$ cat src/rtl/ob_xlat_pkg.sv
package ob_xlat_pkg;
  localparam int unsigned LOC_W  = 32;
  localparam int unsigned BUS_W  = 64;
  localparam int unsigned WORD_W = 32;
  localparam int unsigned MB_SHIFT = 20;
  localparam int unsigned EN_BIT   = 1;

  localparam int unsigned CTRL_OFS = 'h004;
  localparam int unsigned SIZE_OFS = 'h030;
  localparam int unsigned WIN_OFS  = 'h200;
  localparam int unsigned WIN_STRIDE = 8;

  typedef struct packed {
    logic             hit;
    logic [BUS_W-1:0] addr;
  } xlat_res_t;
endpackage

$ cat src/rtl/ob_xlat_regs.sv
module ob_xlat_regs
  import ob_xlat_pkg::*;
#(
  parameter int unsigned NUM_WIN = 32,
  parameter int unsigned REG_AW  = 12,
  parameter int unsigned SIZE_W  = 3,
  localparam int unsigned IDX_W  = (NUM_WIN > 1) ? $clog2(NUM_WIN) : 1
) (
  input  logic                            clk_i,
  input  logic                            rst_ni,
  input  logic                            reg_we_i,
  input  logic [REG_AW-1:0]               reg_addr_i,
  input  logic [WORD_W-1:0]               reg_wdata_i,
  output logic [WORD_W-1:0]               reg_rdata_o,
  output logic [WORD_W-1:0]               ctrl_o,
  output logic [SIZE_W-1:0]               size_o,
  output logic [NUM_WIN-1:0][WORD_W-1:0]  win_lo_o,
  output logic [NUM_WIN-1:0][WORD_W-1:0]  win_hi_o
);
  localparam int unsigned WIN_END = WIN_OFS + WIN_STRIDE * NUM_WIN;

  logic              aligned, ctrl_sel, size_sel, win_sel, hi_sel;
  logic [REG_AW-1:0] win_rel;
  logic [IDX_W-1:0]  win_idx;
  logic [WORD_W-1:0] ctrl_q;
  logic [SIZE_W-1:0] size_q;

  assign aligned  = (reg_addr_i[1:0] == 2'b00);
  assign ctrl_sel = (reg_addr_i == REG_AW'(CTRL_OFS));
  assign size_sel = (reg_addr_i == REG_AW'(SIZE_OFS));
  assign win_sel  = aligned && ({1'b0, reg_addr_i} >= (REG_AW+1)'(WIN_OFS))
                            && ({1'b0, reg_addr_i} <  (REG_AW+1)'(WIN_END));
  assign win_rel  = reg_addr_i - REG_AW'(WIN_OFS);
  assign win_idx  = win_rel[IDX_W+2:3];
  assign hi_sel   = win_rel[2];

  always_ff @(posedge clk_i or negedge rst_ni) begin
    if (!rst_ni) begin
      ctrl_q <= '0;
      size_q <= '0;
    end else if (reg_we_i) begin
      if (ctrl_sel) ctrl_q <= reg_wdata_i;
      if (size_sel) size_q <= reg_wdata_i[SIZE_W-1:0];
    end
  end

  for (genvar w = 0; w < NUM_WIN; w++) begin : g_win
    logic [WORD_W-1:0] lo_q, hi_q;
    logic              wr_w;
    assign wr_w = reg_we_i && win_sel && (win_idx == IDX_W'(w));
    always_ff @(posedge clk_i or negedge rst_ni) begin
      if (!rst_ni) begin
        lo_q <= '0;
        hi_q <= '0;
      end else if (wr_w) begin
        if (hi_sel) hi_q <= reg_wdata_i;
        else        lo_q <= reg_wdata_i;
      end
    end
    assign win_lo_o[w] = lo_q;
    assign win_hi_o[w] = hi_q;
  end

  always_comb begin
    reg_rdata_o = '0;
    if (ctrl_sel)      reg_rdata_o = ctrl_q;
    else if (size_sel) reg_rdata_o = WORD_W'(size_q);
    else if (win_sel)  reg_rdata_o = hi_sel ? win_hi_o[win_idx] : win_lo_o[win_idx];
  end

  assign ctrl_o = ctrl_q;
  assign size_o = size_q;
endmodule

$ cat src/rtl/ob_xlat_lookup.sv
module ob_xlat_lookup
  import ob_xlat_pkg::*;
#(
  parameter int unsigned   NUM_WIN      = 32,
  parameter int unsigned   SIZE_W       = 3,
  parameter logic [31:0]   REGION_BASE  = 32'h4000_0000,
  parameter logic [31:0]   REGION_LIMIT = 32'h4FFF_FFFF,
  localparam int unsigned  IDX_W        = (NUM_WIN > 1) ? $clog2(NUM_WIN) : 1
) (
  input  logic [LOC_W-1:0]                addr_i,
  input  logic                            en_i,
  input  logic [SIZE_W-1:0]               size_i,
  input  logic [NUM_WIN-1:0][WORD_W-1:0]  win_lo_i,
  input  logic [NUM_WIN-1:0][WORD_W-1:0]  win_hi_i,
  output xlat_res_t                       res_o
);
  logic [6:0]        shamt;
  logic [LOC_W-1:0]  rel, idx_full;
  logic [IDX_W-1:0]  idx;
  logic              in_rgn, idx_ok, win_ok, hit;
  logic [BUS_W-1:0]  mask, base, xlat;
  logic [WORD_W-1:0] sel_lo;

  assign shamt    = 7'(MB_SHIFT) + 7'(size_i);
  assign in_rgn   = (addr_i >= REGION_BASE) && (addr_i <= REGION_LIMIT);
  assign rel      = addr_i - REGION_BASE;
  assign idx_full = rel >> shamt;
  assign idx_ok   = idx_full < LOC_W'(NUM_WIN);
  assign idx      = idx_full[IDX_W-1:0];
  assign sel_lo   = win_lo_i[idx];
  assign win_ok   = sel_lo[0];
  assign mask     = (BUS_W'(1) << shamt) - BUS_W'(1);
  // bit 0 carries the valid flag, never address
  assign base     = {win_hi_i[idx], sel_lo[WORD_W-1:1], 1'b0};
  assign xlat     = base + ({{(BUS_W-LOC_W){1'b0}}, addr_i} & mask);
  assign hit      = en_i && in_rgn && idx_ok && win_ok;

  assign res_o.hit  = hit;
  assign res_o.addr = hit ? xlat : {{(BUS_W-LOC_W){1'b0}}, addr_i};
endmodule

$ cat src/rtl/ob_xlat_stage.sv
module ob_xlat_stage
  import ob_xlat_pkg::*;
(
  input  logic      clk_i,
  input  logic      rst_ni,
  input  logic      in_valid_i,
  output logic      in_ready_o,
  input  xlat_res_t in_res_i,
  output logic      out_valid_o,
  input  logic      out_ready_i,
  output xlat_res_t out_res_o
);
  logic      valid_q;
  xlat_res_t res_q;

  assign in_ready_o = !valid_q || out_ready_i;

  always_ff @(posedge clk_i or negedge rst_ni) begin
    if (!rst_ni) begin
      valid_q <= 1'b0;
      res_q   <= '0;
    end else if (in_ready_o) begin
      valid_q <= in_valid_i;
      if (in_valid_i) res_q <= in_res_i;
    end
  end

  assign out_valid_o = valid_q;
  assign out_res_o   = res_q;
endmodule

$ cat src/rtl/ob_xlat_windows.sv
module ob_xlat_windows
  import ob_xlat_pkg::*;
#(
  parameter int unsigned NUM_WIN      = 32,
  parameter int unsigned REG_AW       = 12,
  parameter int unsigned SIZE_W       = 3,
  parameter logic [31:0] REGION_BASE  = 32'h4000_0000,
  parameter logic [31:0] REGION_LIMIT = 32'h4FFF_FFFF
) (
  input  logic                clk_i,
  input  logic                rst_ni,
  input  logic                reg_we_i,
  input  logic [REG_AW-1:0]   reg_addr_i,
  input  logic [WORD_W-1:0]   reg_wdata_i,
  output logic [WORD_W-1:0]   reg_rdata_o,
  input  logic                in_valid_i,
  output logic                in_ready_o,
  input  logic [LOC_W-1:0]    in_addr_i,
  output logic                out_valid_o,
  input  logic                out_ready_i,
  output logic [BUS_W-1:0]    out_addr_o,
  output logic                out_hit_o
);
  logic [WORD_W-1:0]              ctrl_q;
  logic [SIZE_W-1:0]              size_q;
  logic [NUM_WIN-1:0][WORD_W-1:0] win_lo, win_hi;
  xlat_res_t                      look_res, out_res;

  ob_xlat_regs #(.NUM_WIN(NUM_WIN), .REG_AW(REG_AW), .SIZE_W(SIZE_W)) u_regs (
    .clk_i       (clk_i),
    .rst_ni      (rst_ni),
    .reg_we_i    (reg_we_i),
    .reg_addr_i  (reg_addr_i),
    .reg_wdata_i (reg_wdata_i),
    .reg_rdata_o (reg_rdata_o),
    .ctrl_o      (ctrl_q),
    .size_o      (size_q),
    .win_lo_o    (win_lo),
    .win_hi_o    (win_hi)
  );

  ob_xlat_lookup #(
    .NUM_WIN(NUM_WIN), .SIZE_W(SIZE_W),
    .REGION_BASE(REGION_BASE), .REGION_LIMIT(REGION_LIMIT)
  ) u_lookup (
    .addr_i   (in_addr_i),
    .en_i     (ctrl_q[EN_BIT]),
    .size_i   (size_q),
    .win_lo_i (win_lo),
    .win_hi_i (win_hi),
    .res_o    (look_res)
  );

  ob_xlat_stage u_stage (
    .clk_i       (clk_i),
    .rst_ni      (rst_ni),
    .in_valid_i  (in_valid_i),
    .in_ready_o  (in_ready_o),
    .in_res_i    (look_res),
    .out_valid_o (out_valid_o),
    .out_ready_i (out_ready_i),
    .out_res_o   (out_res)
  );

  assign out_addr_o = out_res.addr;
  assign out_hit_o  = out_res.hit;
endmodule

$ cat config.mk
export PLATFORM = sky130hd
export DESIGN_NAME = ob_xlat_windows
export DESIGN_NICKNAME = d
export VERILOG_FILES = /design/src/rtl/ob_xlat_pkg.sv /design/src/rtl/ob_xlat_regs.sv /design/src/rtl/ob_xlat_lookup.sv /design/src/rtl/ob_xlat_stage.sv /design/src/rtl/ob_xlat_windows.sv
export SDC_FILE = /design/constraint.sdc
export NUM_CORES = 2
export LEC_CHECK = 0
export BUFFER_PORTS_ARGS = -buffer_cell sky130_fd_sc_hd__buf_2
export CORE_UTILIZATION = 64
export DETAILED_ROUTE_END_ITERATION = 10
export GPL_ROUTABILITY_DRIVEN = 0
export PLACE_DENSITY = 0.81
export SLEW_MARGIN = 20
export SYNTH_ARGS = -nofsm -noshare
export SYNTH_HDL_FRONTEND = slang
export SYNTH_SLANG_ARGS = --single-unit
$ cat constraint.sdc
create_clock -name clk_i -period 7.8 [get_ports clk_i]
set_clock_uncertainty 0.15 [all_clocks]
set_input_delay 1.56 -clock clk_i [delete_from_list [all_inputs] [get_ports clk_i]]
set_output_delay 1.56 -clock clk_i [all_outputs]
set_load 0.01 [all_outputs]
=== Word level (Yosys, flattened, before mapping) ===
Cells that the tools add are included.
W data, S select, Z words.

* Add/subtract/negate cells: 5
* $lt $le $gt $ge: 7
* Equality and inequality tests: 33
* Shift operators: 2
* Mux-type cells: 13
* Bitwise logic cells: 2
* Reductions and logical operators: 110

{| class="wikitable"
|+ Operators by type and width
! kind !! count
|-
| $bmux W32 S5 || 4
|-
| $mux W32 || 8
|-
| $reduce_and A2 Y1 || 67
|-
| $eq A5 B5 Y1 const B || 16
|-
| $add A64 B64 Y64 || 1
|-
| $and A32 B64 Y64 || 1
|-
| $mux W64 || 1
|-
| $shl A1 B7 Y64 const A || 1
|-
| $sub A64 B2 Y64 const B || 1
|-
| $eq A5 B4 Y1 const B || 8
|-
| $logic_and A1 B1 Y1 || 39
|-
| $ge A32 B31 Y1 const B || 1
|-
| $le A32 B31 Y1 const B || 1
|-
| $lt A32 B6 Y1 const B || 1
|-
| $shr A32 B7 Y32 || 1
|-
| $sub A32 B31 Y32 const B || 1
|-
| $eq A5 B3 Y1 const B || 4
|-
| $eq A12 B3 Y1 const B || 1
|-
| $eq A12 B6 Y1 const B || 1
|-
| $ge A12 B10 Y1 const B || 1
|-
| $lt A12 B10 Y1 const B || 1
|-
| $lt A5 B6 Y1 const B || 2
|-
| $eq A5 B2 Y1 const B || 2
|-
| $sub A8 B1 Y8 const B || 1
|-
| other kinds (7) || 7
|}

* Register bits: 2149
* Bits of input ports: 81
* Word-level logic and storage cells: 241

=== Logic depth before layout (Yosys ltp) ===
* Word-level depth: 7
* Gate-level depth with buffers: 36

=== Hierarchy ===
From an unflattened synthesis, not the netlist that was laid out.

* Cell total of the unflattened synthesis: 10462
* Area total of the unflattened synthesis: 121794.3 µm²

{| class="wikitable"
|+ Modules (own cells, without submodules)
! module !! instances !! cells an instance !! area each (µm²) !! sequential area each (µm²)
|-
| ob_xlat_regs || 1 || 6231 || 95914.5 || 52125.0
|-
| ob_xlat_lookup || 1 || 4090 || 23152.2 || 0.0
|-
| ob_xlat_stage || 1 || 141 || 2727.6 || 1651.6
|}

=== Worst setup path after synthesis ===
OpenSTA, ideal clock, no wires.

* Path type: in2reg
* Start point: in in_addr_i[22]
* End point: reg u_stage.res_q (netlist bit u_stage.out_res_o[39])
* Setup time: 121 ps
* Arrival time: 7989 ps
* Data required time: 7529 ps
* Slack: -460 ps
* Stages: 33
* Path buffers: 14
* Cells stage by stage: clkbuf_1 > mux2i_1 > o22a_1 > nand2_4 > buf_8 > buf_6 > buf_6 > buf_6 > buf_6 > buf_6 > buf_6 > buf_4 > buf_2 > buf_2 > clkbuf_1 > buf_2 > clkbuf_1 > nand3_1 > a311oi_1 > o31ai_1 > ha_1 > and4_1 > and2_1 > a221o_1 > a311oi_1 > o31ai_1 > a2bb2oi_1 > a211o_1 > a21o_1 > a21oi_1 > nor2_1 > xnor2_1 > a22o_1

* Cells in the longest elaborated chain, start to end: 6

{| class="wikitable"
|+ RTL lines
! element !! line !! text
|-
| start, declared || ob_xlat_windows.sv:18 || <nowiki>input logic [LOC_W-1:0] in_addr_i,</nowiki>
|-
| $sub A32 B31 Y32, or another cell as far along || ob_xlat_lookup.sv:26 || <nowiki>assign rel = addr_i - REGION_BASE;</nowiki>
|-
| $shr A32 B7 Y32 or $logic_and A1 B1 Y1 (tied branches) || ob_xlat_lookup.sv:27, ob_xlat_lookup.sv:25 ||
|-
| $bmux W32 S5, or another cell as far along || ob_xlat_lookup.sv:30 || <nowiki>assign sel_lo = win_lo_i[idx];</nowiki>
|-
| $mux W32 (not written as such), or another cell as far along || ob_xlat_lookup.sv:30 ||
|-
| $add A64 B64 Y64 or $logic_and A1 B1 Y1 (tied branches) || ob_xlat_lookup.sv:35, ob_xlat_lookup.sv:36 ||
|-
| $mux W64 (*) || ob_xlat_lookup.sv:39 || <nowiki>assign res_o.addr = hit ? xlat : {{(BUS_W-LOC_W){1'b0}}, addr_i};</nowiki>
|-
| end signal, assigned || ob_xlat_stage.sv:24 || <nowiki>if (in_valid_i) res_q <= in_res_i;</nowiki>
|-
| end, declared || ob_xlat_stage.sv:14 || <nowiki>xlat_res_t res_q;</nowiki>
|}

Every way passes the cells marked *; elsewhere a longest branch is shown, timed or not. The select of a mux whose other input is x is not followed.
A chain may end at the register's enable or synchronous reset.

=== Worst setup path after layout ===
* Start point: reg u_regs.size_q[1] (netlist: u_regs.size_o[1])
* End point: reg u_stage.res_q (netlist bit u_stage.out_res_o[43])

* Cells in the longest elaborated chain, start to end: 6

{| class="wikitable"
|+ RTL lines
! element !! line !! text
|-
| start, declared || ob_xlat_regs.sv:26 || <nowiki>logic [SIZE_W-1:0] size_q;</nowiki>
|-
| start signal, assigned || ob_xlat_regs.sv:43 || <nowiki>if (size_sel) size_q <= reg_wdata_i[SIZE_W-1:0];</nowiki>
|-
| $add A5 B3 Y6 (*) || ob_xlat_lookup.sv:24 || <nowiki>assign shamt = 7'(MB_SHIFT) + 7'(size_i);</nowiki>
|-
| $shl A1 B7 Y64 or $shr A32 B7 Y32 (tied branches) || ob_xlat_lookup.sv:32, ob_xlat_lookup.sv:27 ||
|-
| $sub A64 B2 Y64, or another cell as far along || ob_xlat_lookup.sv:32 || <nowiki>assign mask = (BUS_W'(1) << shamt) - BUS_W'(1);</nowiki>
|-
| $and A32 B64 Y64, or another cell as far along || ob_xlat_lookup.sv:35 || <nowiki>assign xlat = base + ({{(BUS_W-LOC_W){1'b0}}, addr_i} & mask);</nowiki>
|-
| $add A64 B64 Y64 or $logic_and A1 B1 Y1 (tied branches) || ob_xlat_lookup.sv:35, ob_xlat_lookup.sv:36 ||
|-
| $mux W64 (*) || ob_xlat_lookup.sv:39 ||
|}

Marked as above.

==> impl_metrics.py <==
metrics = {
    "sta": {
        "rsz0062_at_grt": "false",
        "setup_viol": 0,
        "setup_tns_ns": 0,
        "hold_violations": 0,
        "fin_ws_ns": 0.1764,
        "tightest_slew_ns": 1.309,
        "hold_slack_ns": 0.3204,
        "fmaxAchievable_mhz": 131.2,
        "drv_slew": 0,
        "fin_crit_sh_pct": 97.74,
        "maxSlewHeadroom_pct": 12.53,
        "period_minus_slack_ns": 7.624,
    },
    "finish": {
        "final_layout_size_suffix_gt1_share_pct": 38.56,
        "nNetsFinal": 9774,
        "multi_input_area_um2": 61170,
        "syn2layout_area_growth_pct": 9.492,
        "layout.cells.non_filler": 12300,
        "seqCellArea_um2": 53780,
        "fillCellCount": 11700,
    },
    "clocking": {
        "cts_max_path_buffers": 3,
        "cts-buffers-inserted": 215,
        "cts_resized": 0,
        "cts_setup_buffers": 0,
        "cts_tree": "built",
        "hold_buffers": 0,
        "cts_root_buffer": "clkbuf_16",
        "clk_pin_slew_worst_paths_ns": 0.07,
        "htree_levels": 4,
        "clock-sinks": 2149,
        "insertion_delay_ns": 0.91,
    },
    "synthesis": {
        "ys_ff_latch": 2149,
        "yosys_warnings": 0,
        "syn_area_um2": 118700,
        "synth_top_area_share_pct": 45.32,
        "synthCells": 9916,
        "synth_common_cells": "dfrtp_1 (2,149), mux2_2 (2,093), nand2_1 (1,739)",
        "synth_top_area_cell": "dfrtp_1",
        "synthFlopType": "dfrtp_1",
        "syn-mean-instance-area_um2": 11.97,
        "netlist_top_cells_area": "dfrtp_1 (45%), mux2_2 (20%), mux4_2 (13%), nand2_1 (5.5%), nand3_1 (2.4%)",
        "synth_cell_types": 93,
        "synth.most_common_cell": "dfrtp_1",
        "yosysSeqAreaShare_pct": 45.32,
        "synth_edf_count": 0,
        "async_reset_ff_share_pct": 100.0,
    },
    "status": {
        "violations": "design-rule violations",
        "status": "complete, but fails checks",
    },
    "grt": {
        "antenna_found_initial": 27,
        "grt_pass1_wl_um": 616000,
        "first_global_vias": 94300,
        "grt_max_degree": 175,
        "grt-ovfl-total": 0,
        "grt_use_total_pct": 44.83,
    },
    "floorplan": {
        "num_rows": 157,
        "die_h_um": 432.6,
        "num_io_pins": 180,
        "die_width_um": 432.6,
        "die_area_um2": 187100,
        "start_util_pct": 64.61,
        "core_um2": 183700,
    },
    "setup_path": {
        "path_max_fanout": 25,
        "end_kind": "flop",
        "crit_type": "flop to flop",
        "max_stage_delay_ns": 1.08,
        "slowest_stage": "dfrtp_1",
        "arrival_ns": 8.26,
        "cpMostUsedCell": "o31ai_1",
        "path_cells": "mux2i_4 -> o22ai_2 -> nor2_4 -> buf_12 -> buf_4 -> nand2_1 -> and3_1 -> a311oi_1 -> a311oi_1 -> o31ai_1 -> ha_1 -> and4_1 -> and2_1 -> a221o_1 -> a311oi_2 -> buf_4 -> o31ai_1 -> a2bb2oi_1 -> a211o_1 -> a21o_1 -> a21oi_4 -> nor3_1 -> xor2_1 -> o31ai_1",
        "path_buf_inv": 3,
        "path_delay_family": "compound AO/OA/AOI/OAI gates",
        "required_ns": 8.44,
        "cp-start-kind": "flop",
    },
    "drt": {
        "drt_iter0_drc": 16390,
        "dr_total_vias": 94170,
        "viasPerCell": 7.654,
        "final_antenna_net_count": 0,
        "drc": 1,
        "routed_wl_um": 418700,
        "drt-wirelength-per-cell_um": 34.04,
        "firstDrtPassIters": 11,
    },
    "power_and_ir_drop": {
        "p_leak_nw": 59.32,
        "ir_drop_v": 0.0002541,
        "power_mw": 24.31,
        "power.density_nw_per_um2": 187.1,
    },
    "placed_design": {
        "place_inst": 11900,
        "dp_hpwl_um": 249100,
        "port_buffers": 179,
        "dp_slack_ns": 0.06423,
    },
    "job": {
        "max_cap_viol_count": 0,
    },
    "hold_path": {
        "holdCritPathClass": "flop to flop",
    },
}
routing by layer:
metal / GRT usage, % / routed length (um)
met4: 37.68 / 42580
met1: 55.21 / 137400
met5: 0 / 197
met3: 18.16 / 65890
met2: 61.57 / 172700
registers in the layout (all words and copies together) (netlist names):
signal and count:
u_regs.ctrl_o 32, u_regs.g_win.hi_q 1024, u_regs.g_win.lo_q 1024, u_regs.size_o 3, u_stage.out_res_o 65, u_stage.out_valid_o 1
cell type report:
type	count	share of cell area, %
multi-input combinational	6738	47.08
clock inverter	71	0.6568
timing repair buffer	540	3.514
antenna	16	0.03082
tap	2464	2.373
clock buffer	312	4.918
inverter	13	0.03756
sequential	2149	41.39
worst paths after layout:
check	cells after the start	startpoint	to	slack (ns)
worst max-delay path	24	u_regs.size_o[1]	u_stage.out_res_o[43]	0.18
worst min-delay path	2	u_stage.out_res_o[9]	u_stage.out_res_o[9]	0.32
worst max register to register	24	u_regs.size_o[1]	u_stage.out_res_o[43]	0.18
worst min register to register	2	u_stage.out_res_o[9]	u_stage.out_res_o[9]	0.32
max in group asynchronous	3	rst_ni	u_regs.g_win[4].lo_q[21]	4.88
min in group asynchronous	1	rst_ni	u_regs.g_win[3].hi_q[17]	0.52
worst min-delay path, stage by stage (launching register included):
cell     delay, ns
dfrtp_1       0.34
nand2_1       0.04
o21ai_0       0.05
stage by stage:
| step | cell area [um^2] | util, % |
|---|---|---|
| 6_report | 129900 | 70.74 |
| 5_1_grt | 129900 | 70.73 |
| 4_1_cts | 129800 | 70.66 |
| 3_5_place_dp | 122500 | 66.71 |
| 3_3_place_gp | 122500 | 66.68 |
| 2_1_floorplan | 118800 | - |
cells by family (layout without fill, tap and decap cells):
kind of cell	after synthesis	after routing	synth area share (%)
AO/OA/AOI/OAI	894	894	5.668
adder cells (fa/ha/maj)	36	36	0.3859
other	2	24	0.006329
multiplexers	2918	2918	34.09
XOR/XNOR	48	48	0.3543
buffers and inverters	1035	936	3.636
flip-flops	2149	2149	45.32
AND/OR/NAND/NOR	2834	2834	10.54
cells in the final DEF, fill, tap and decap left out, drive strengths merged, types with 16 or more instances in the layout:
master / netlist / layout
a311o: 36 / 36
nand4: 39 / 39
a211oi: 85 / 85
bufinv: 0 / 16
and3: 223 / 223
a21oi: 87 / 87
clkbuf: 752 / 313
dfrtp: 2149 / 2149
mux2: 2093 / 2093
a22o: 32 / 32
xor2: 28 / 28
a21o: 31 / 31
or4: 20 / 20
clkinv: 0 / 44
a31oi: 94 / 94
diode: 0 / 16
mux4: 688 / 688
a311oi: 230 / 230
a32oi: 18 / 18
nand3: 573 / 573
ha: 35 / 35
mux2i: 137 / 137
o21ai: 89 / 89
nor4: 31 / 31
nor2: 118 / 118
o22ai: 45 / 45
xnor2: 20 / 20
inv: 13 / 21
nand2: 1741 / 1741
o31ai: 41 / 41
nor3: 24 / 24
buf: 270 / 539
power breakdown:
group / internal, mW / switching (mW) / total, mW
registers: 11.2 / 0.0537 / 11.3
logic: 0.655 / 1.63 / 2.29
clock network: 6.18 / 4.57 / 10.8
total: 18.0 / 6.26 / 24.3
(Power assumes the default switching activity.)
